## src/rtl/adc2w_pkg.sv

```systemverilog
package adc2w_pkg;
   typedef enum logic [2:0] {
      ST_WAIT = 3'd0,
      ST_UPD  = 3'd1,
      ST_RDY  = 3'd2,
      ST_CAL  = 3'd3,
      ST_STBY = 3'd4
   } adc2w_st_e;
endpackage

```

## src/rtl/adc2w_sync.sv

```systemverilog
module adc2w_sync #(
   parameter int STAGES = 2
) (
   input  logic clk,
   input  logic rst_n,
   input  logic async_i,
   output logic lvl_o,
   output logic rise_o,
   output logic fall_o
);
   logic [STAGES-1:0] pipe_q;
   logic              prev_q;

   for (genvar g = 0; g < STAGES; g++) begin : g_stage
      if (g == 0) begin : g_first
         always_ff @(posedge clk or negedge rst_n)
            if (!rst_n) pipe_q[0] <= 1'b0;
            else        pipe_q[0] <= async_i;
      end else begin : g_next
         always_ff @(posedge clk or negedge rst_n)
            if (!rst_n) pipe_q[g] <= 1'b0;
            else        pipe_q[g] <= pipe_q[g-1];
      end
   end

   always_ff @(posedge clk or negedge rst_n)
      if (!rst_n) prev_q <= 1'b0;
      else        prev_q <= pipe_q[STAGES-1];

   assign lvl_o  = pipe_q[STAGES-1];
   assign rise_o = pipe_q[STAGES-1] & ~prev_q;
   assign fall_o = ~pipe_q[STAGES-1] & prev_q;
endmodule

```

## src/rtl/adc2w_timer.sv

```systemverilog
module adc2w_timer #(
   parameter int LIMIT = 16
) (
   input  logic clk,
   input  logic rst_n,
   input  logic run_i,
   output logic done_o
);
   localparam int CW = $clog2(LIMIT + 1);
   localparam logic [CW-1:0] LIM = CW'(LIMIT);

   logic [CW-1:0] cnt_q;

   always_ff @(posedge clk or negedge rst_n)
      if (!rst_n)       cnt_q <= '0;
      else if (!run_i)  cnt_q <= '0;
      else if (!done_o) cnt_q <= cnt_q + 1'b1;

   assign done_o = (cnt_q == LIM);
endmodule

```

## src/rtl/adc2w_link.sv

```systemverilog
module adc2w_link
   import adc2w_pkg::*;
#(
   parameter int W           = 24,
   parameter int SYNC_STAGES = 2,
   parameter int UPD_CYC     = 96,
   parameter int STBY_CYC    = 16640
) (
   input  logic         clk,
   input  logic         rst_n,
   input  logic         sclk_i,
   input  logic [W-1:0] res_data_i,
   input  logic         res_valid_i,
   input  logic         cal_done_i,
   input  logic         ch_sel_i,
   input  logic         buf_en_i,
   input  logic         temp_en_i,
   output logic         dout_o,
   output logic         standby_o,
   output logic         cal_start_o,
   output logic         flt_restart_o
);
   localparam int CNT_W = $clog2(W + 3);
   localparam logic [CNT_W-1:0] LAST_BIT = CNT_W'(W);
   localparam logic [CNT_W-1:0] FORCE_HI = CNT_W'(W + 1);
   localparam logic [CNT_W-1:0] CAL_ARM  = CNT_W'(W + 2);

   if (W < 2) begin : g_bad_w
      $error("adc2w_link: W must be at least 2");
   end
   if (SYNC_STAGES < 2) begin : g_bad_sync
      $error("adc2w_link: SYNC_STAGES must be at least 2");
   end
   if (UPD_CYC < 1 || STBY_CYC < 2) begin : g_bad_time
      $error("adc2w_link: UPD_CYC >= 1 and STBY_CYC >= 2 required");
   end

   adc2w_st_e        st_q;
   logic [W-1:0]     sh_q, pend_q;
   logic [CNT_W-1:0] cnt_q;
   logic             dout_q, cal_flag_q, cal_q, restart_q;
   logic [2:0]       cfg_q;
   logic             sclk_lvl, sclk_rise, sclk_fall;
   logic             upd_done, stby_hit, active, cfg_chg;
   logic [2:0]       cfg_now;

   adc2w_sync #(.STAGES(SYNC_STAGES)) sync_i (
      .clk(clk), .rst_n(rst_n), .async_i(sclk_i),
      .lvl_o(sclk_lvl), .rise_o(sclk_rise), .fall_o(sclk_fall)
   );

   assign active  = (st_q == ST_WAIT) || (st_q == ST_UPD) || (st_q == ST_RDY);
   assign cfg_now = {temp_en_i, buf_en_i, ch_sel_i};
   assign cfg_chg = (cfg_now != cfg_q);

   adc2w_timer #(.LIMIT(UPD_CYC)) upd_tmr_i (
      .clk(clk), .rst_n(rst_n),
      .run_i((st_q == ST_UPD) && !res_valid_i), .done_o(upd_done)
   );

   adc2w_timer #(.LIMIT(STBY_CYC)) stby_tmr_i (
      .clk(clk), .rst_n(rst_n),
      .run_i(sclk_lvl && active), .done_o(stby_hit)
   );

   always_ff @(posedge clk or negedge rst_n) begin
      if (!rst_n) begin
         st_q       <= ST_WAIT;
         sh_q       <= '0;
         pend_q     <= '0;
         cnt_q      <= '0;
         dout_q     <= 1'b1;
         cal_flag_q <= 1'b0;
         cal_q      <= 1'b0;
         restart_q  <= 1'b0;
         cfg_q      <= '0;
      end else begin
         cfg_q     <= cfg_now;
         cal_q     <= 1'b0;
         restart_q <= 1'b0;
         if (active && cfg_chg) begin
            restart_q <= 1'b1;
            st_q      <= ST_WAIT;
            dout_q    <= 1'b1;
            cnt_q     <= '0;
         end else if (active && stby_hit) begin
            st_q       <= ST_STBY;
            dout_q     <= 1'b1;
            cal_flag_q <= (st_q == ST_RDY) && (cnt_q >= FORCE_HI);
         end else begin
            unique case (st_q)
               ST_WAIT: begin
                  if (res_valid_i) begin
                     pend_q <= res_data_i;
                     st_q   <= ST_UPD;
                     dout_q <= 1'b1;
                  end
               end
               ST_UPD: begin
                  if (res_valid_i) begin
                     pend_q <= res_data_i;
                  end else if (upd_done) begin
                     sh_q   <= pend_q;
                     cnt_q  <= '0;
                     dout_q <= 1'b0;
                     st_q   <= ST_RDY;
                  end
               end
               ST_RDY: begin
                  if (res_valid_i) begin
                     pend_q <= res_data_i;
                     st_q   <= ST_UPD;
                     dout_q <= 1'b1;
                  end else if (sclk_rise) begin
                     if (cnt_q < LAST_BIT) begin
                        dout_q <= sh_q[W-1];
                        sh_q   <= {sh_q[W-2:0], 1'b0};
                        cnt_q  <= cnt_q + 1'b1;
                     end else if (cnt_q == LAST_BIT) begin
                        dout_q <= 1'b1;
                        cnt_q  <= cnt_q + 1'b1;
                     end else if (cnt_q == FORCE_HI) begin
                        cnt_q  <= cnt_q + 1'b1;
                     end
                  end else if (sclk_fall && cnt_q == CAL_ARM) begin
                     cal_q  <= 1'b1;
                     st_q   <= ST_CAL;
                     dout_q <= 1'b1;
                     cnt_q  <= '0;
                  end
               end
               ST_CAL: begin
                  if (cal_done_i) st_q <= ST_WAIT;
               end
               ST_STBY: begin
                  if (sclk_fall) begin
                     if (cal_flag_q) begin
                        cal_q <= 1'b1;
                        st_q  <= ST_CAL;
                     end else begin
                        restart_q <= 1'b1;
                        st_q      <= ST_WAIT;
                     end
                     cal_flag_q <= 1'b0;
                     cnt_q      <= '0;
                  end
               end
               default: st_q <= ST_WAIT;
            endcase
         end
      end
   end

   assign dout_o        = dout_q;
   assign standby_o     = (st_q == ST_STBY);
   assign cal_start_o   = cal_q;
   assign flt_restart_o = restart_q;
endmodule

```

## config.mk

```make
export PLATFORM = sky130hd
export DESIGN_NAME = adc2w_link
export DESIGN_NICKNAME = d
export VERILOG_FILES = /design/src/rtl/adc2w_pkg.sv /design/src/rtl/adc2w_sync.sv /design/src/rtl/adc2w_timer.sv /design/src/rtl/adc2w_link.sv
export SDC_FILE = /design/constraint.sdc
export NUM_CORES = 1
export LEC_CHECK = 0
export ABC_CLOCK_PERIOD_IN_PS = 2500
export BUFFER_PORTS_ARGS = -buffer_cell sky130_fd_sc_hd__clkbuf_2
export CORE_MARGIN = 3
export CORE_UTILIZATION = 28
export CTS_CLUSTER_SIZE = 28
export DETAILED_ROUTE_END_ITERATION = 12
export MAX_ROUTING_LAYER = met4
export SLEW_MARGIN = 30
export SYNTH_ARGS = -nofsm -noshare
export SYNTH_HDL_FRONTEND = slang
export SYNTH_SLANG_ARGS = --single-unit
```

## constraint.sdc

```tcl
create_clock -name clk -period 2.5 [get_ports clk]
set_input_delay 0.25 -clock clk [delete_from_list [all_inputs] [get_ports clk]]
set_output_delay 0.25 -clock clk [all_outputs]
set_load 0.1 [all_outputs]
```

==> metrics <==
outcome=completed; startpoint of the most critical register-to-register path=upd_tmr_i.cnt_q[2]; critical path data arrival time=roughly 2.5 ns; sum of negative setup slack=0 ns; RSZ-0062 raised after global routing=no; Layout Nets=458; cells taking the most area after synthesis=sky130_fd_sc_hd__dfrtp_1 (50%), sky130_fd_sc_hd__mux2_2 (15%), sky130_fd_sc_hd__mux2_1 (3.6%), sky130_fd_sc_hd__nor2_1 (2.5%), sky130_fd_sc_hd__ha_1 (2.3%); vertical extent of the die=130.4 um; maximum level of the CTS H-tree=3; number of unique standard cell types used by synthesis=50; cell taking the most area after synthesis=sky130_fd_sc_hd__dfrtp_1; fin crit share=91.70%; total inserted antenna cells=0; Placement Rows=44; Hold Path Depth=1; Crit Path Category=register to register; Clk Tree Root Cell=sky130_fd_sc_hd__clkbuf_16; worst setup skew after layout=0.007268 ns; number of global-route vias before repair=3,067; dominant delay contributor by cell family on the critical path=simple AND/OR/NAND/NOR gates; HP Start=sclk_i; count of maximum capacitance violations=0; clock latency on the worst-skew pair=0.34 ns; depth of the critical timing path with buffers and inverters included=5; critical path launch point type=register; slowest library cell on the worst path=sky130_fd_sc_hd__or4b_1; Register-to-Register Path Depth=5; capturing point of the worst reg2reg path=cnt_q[4]; Worst Path Buf+Inv=0; Yosys reg bits=88; sequential cell area fraction in the yosys report=50.84%; core box area=between 10,000 and 15,000 sq um; Pleak=2.238 nW; total wire length=approximately 8500 um; number of cells produced by synthesis=between 300 and 400; WP data required=approximately 2.7 ns; final hold violations=0; end point of the most critical hold path=sync_i.pipe_q[0]; EDFF count, synth=0; post-synthesis average cell area=11.53 sq um; largest fanout on the critical path=7; library cell with the highest instance count after synthesis=sky130_fd_sc_hd__dfrtp_1; DR iter-0 viols=approximately 110; post-synth design cell area=around 4300 sq um; Tightest Hold Check Type=input pin to register; layout overhead on the synthesized area=17.49%; post-detailed-route DRC marker count=0; count of TritonRoute iterations in the first routing pass=4; Fill cells=1,442; top_reg_cell synth=sky130_fd_sc_hd__dfrtp_1; post-detailed-route count of antenna-violating nets=0; final-report max-slew violation count=0; fraction of synthesis flops using an asynchronous set or reset pin=100.0%; DIE AREA=17,010 sq um; effective utilization at floorplan=29.27%; routed vias=just under 3,000; sequence of cells on the critical path=or4b_1, or3_1, a32oi_2, and3_1, o21ai_1; proportion of netlist area held by the largest area contributor=around 50%; Remaining Overflow, GRT=0; HPWL after DPL=6008 um; clock tree from TritonCTS=yes; Clock Sinks=about 90; number of primary I/O pins=36; worst-case headroom to the max-slew limit=between 50 and 60%; post-CTS setup buffer count=0; buffers from clock root to sink, at most=2; clock transition at the registers of the reported paths=roughly 0.06 ns; post-DR vias/cell=4.810; power density over cell area=699.8 nW/um^2; detail-routed net length per standard cell=14.04 um; count of yosys warnings during synthesis=0; Final Hold Slack=around 0.023 ns; fraction of layout cells with a size suffix above 1=29.86%; VDD IR-drop max=roughly 0.00035 V; initial antenna violation count=0; wire length of the first global-routing pass=14,860 um; maximum number of pins on one net before global-route repair=89; highest clock rate=0.4362 GHz; Chip Width=130.4 um; ranking of synthesized cells by instance count=sky130_fd_sc_hd__dfrtp_1 (87), sky130_fd_sc_hd__mux2_2 (58), sky130_fd_sc_hd__nor2_1 (29); endpoint class of the critical path=register; final setup vio count=0; Register-to-Register Setup Slack=slightly above 0.2 ns; All-Layer GR Usage=11.28%; routability congestion estimate=0.8117; crit path time final=about 2.3 ns; Num CTS Buffers=9; max incr delay on CP=0.68 ns; transition time at the pin with the least slew margin=0.6228 ns; Buffers on Ports=35; Post-Synthesis Net Count=416
==> what timing repair did <==
action	in CTS	in global routing
hold buffers	1	0
gates resized for setup	0	1
hold endpoints to repair	87	0
setup endpoints to repair	0	1
==> where the power goes <==
part | switching, mW | internal [mW]
logic | 0.197 | 0.327
clock network | 0.552 | 0.701
registers | 0.129 | 1.66
total | 0.878 | 2.69
==> sequential cells by signal, summed over array words and instances (netlist names) <==
register,count
st_q,3
cnt_q,5
upd_tmr_i.cnt_q,7
sh_q,24
dout_o,1
cal_start_o,1
flt_restart_o,1
sync_i.pipe_q,1
sync_i.lvl_o,1
cal_flag_q,1
pend_q,24
sync_i.prev_q,1
cfg_q,3
stby_tmr_i.cnt_q,15
==> cells in the final DEF, fill, tap and decap left out, types with 2 or more instances in the layout <==
master,instances
sky130_fd_sc_hd__or3_1,5
sky130_fd_sc_hd__clkinvlp_4,2
sky130_fd_sc_hd__nand3b_1,2
sky130_fd_sc_hd__and4_1,3
sky130_fd_sc_hd__inv_1,14
sky130_fd_sc_hd__and3_1,4
sky130_fd_sc_hd__o21ai_0,11
sky130_fd_sc_hd__clkbuf_2,34
sky130_fd_sc_hd__a21oi_1,12
sky130_fd_sc_hd__nor4b_1,2
sky130_fd_sc_hd__or4b_1,2
sky130_fd_sc_hd__mux2_2,58
sky130_fd_sc_hd__o2111ai_1,2
sky130_fd_sc_hd__nand3_1,10
sky130_fd_sc_hd__clkinv_4,2
sky130_fd_sc_hd__o211ai_1,4
sky130_fd_sc_hd__xnor2_1,9
sky130_fd_sc_hd__nand4_1,6
sky130_fd_sc_hd__nand2b_1,8
sky130_fd_sc_hd__ha_1,8
sky130_fd_sc_hd__xor2_1,10
sky130_fd_sc_hd__o41ai_1,3
sky130_fd_sc_hd__nand2_1,20
sky130_fd_sc_hd__a21o_1,2
sky130_fd_sc_hd__nor2_1,29
sky130_fd_sc_hd__clkbuf_16,9
sky130_fd_sc_hd__buf_12,3
sky130_fd_sc_hd__mux2_1,14
sky130_fd_sc_hd__dfrtp_1,87
sky130_fd_sc_hd__nor2b_1,7
sky130_fd_sc_hd__o21ai_1,2
sky130_fd_sc_hd__and2_1,3
sky130_fd_sc_hd__nor3_1,3
sky130_fd_sc_hd__buf_4,8
==> worst max path at each step <==
stage                        startpoint    endpoint  slack, ns
finish               upd_tmr_i.cnt_q[2]    cnt_q[4]       0.21
global route        stby_tmr_i.cnt_q[0]  pend_q[22]       0.09
CTS                  upd_tmr_i.cnt_q[2]    cnt_q[2]       0.19
detailed placement   upd_tmr_i.cnt_q[2]    cnt_q[2]       0.21
global placement     upd_tmr_i.cnt_q[2]    cnt_q[4]       0.27
floorplan                       st_q[2]    cnt_q[4]       0.06
==> routing by layer <==
metal / GRT usage (%) / wire length, um / up-vias
li1: - / - / 1426
met1: 14.41 / 3983 / 1433
met2: 17.47 / 4091 / 43
met3: 2.480 / 279 / 13
met4: 4.598 / 155 / 0
met5: - / 0 / -
==> kinds of logic (layout without fill, tap and decap cells) <==
group	after synthesis	count (layout)	share of synthesized area, %
fa+ha+maj	8	8	2.310
mux	73	73	18.94
compound gates	48	48	7.333
flops	88	88	50.84
xor+xnor	19	19	3.840
simple gates	111	111	13.83
buf+inv	29	75	2.916
==> layout make-up <==
type | count | area [sq um] | area share, %
sequential | 88 | 2203 | 43.27
multi-input combinational | 259 | 2026 | 39.78
timing repair buffer | 46 | 300.3 | 5.897
clock buffer | 10 | 239.0 | 4.693
tap | 184 | 230.2 | 4.521
inverter | 14 | 52.55 | 1.032
clock inverter | 5 | 41.29 | 0.8108
==> metrics by stage <==
step	area (sq um)	util [%]	total power, mW	worst slack (ns)	instances
2_1_floorplan	4345	-	2.167	0.06424	376
3_3_place_gp	4797	32.39	2.311	0.2669	590
3_5_place_dp	4797	32.39	2.348	0.2114	590
4_1_cts	5087	34.35	3.628	0.1925	606
5_1_grt	5092	34.39	3.760	0.08823	606
6_report	5092	34.39	3.563	0.2075	606
No activity file was read; power rests on OpenSTA's default activity.
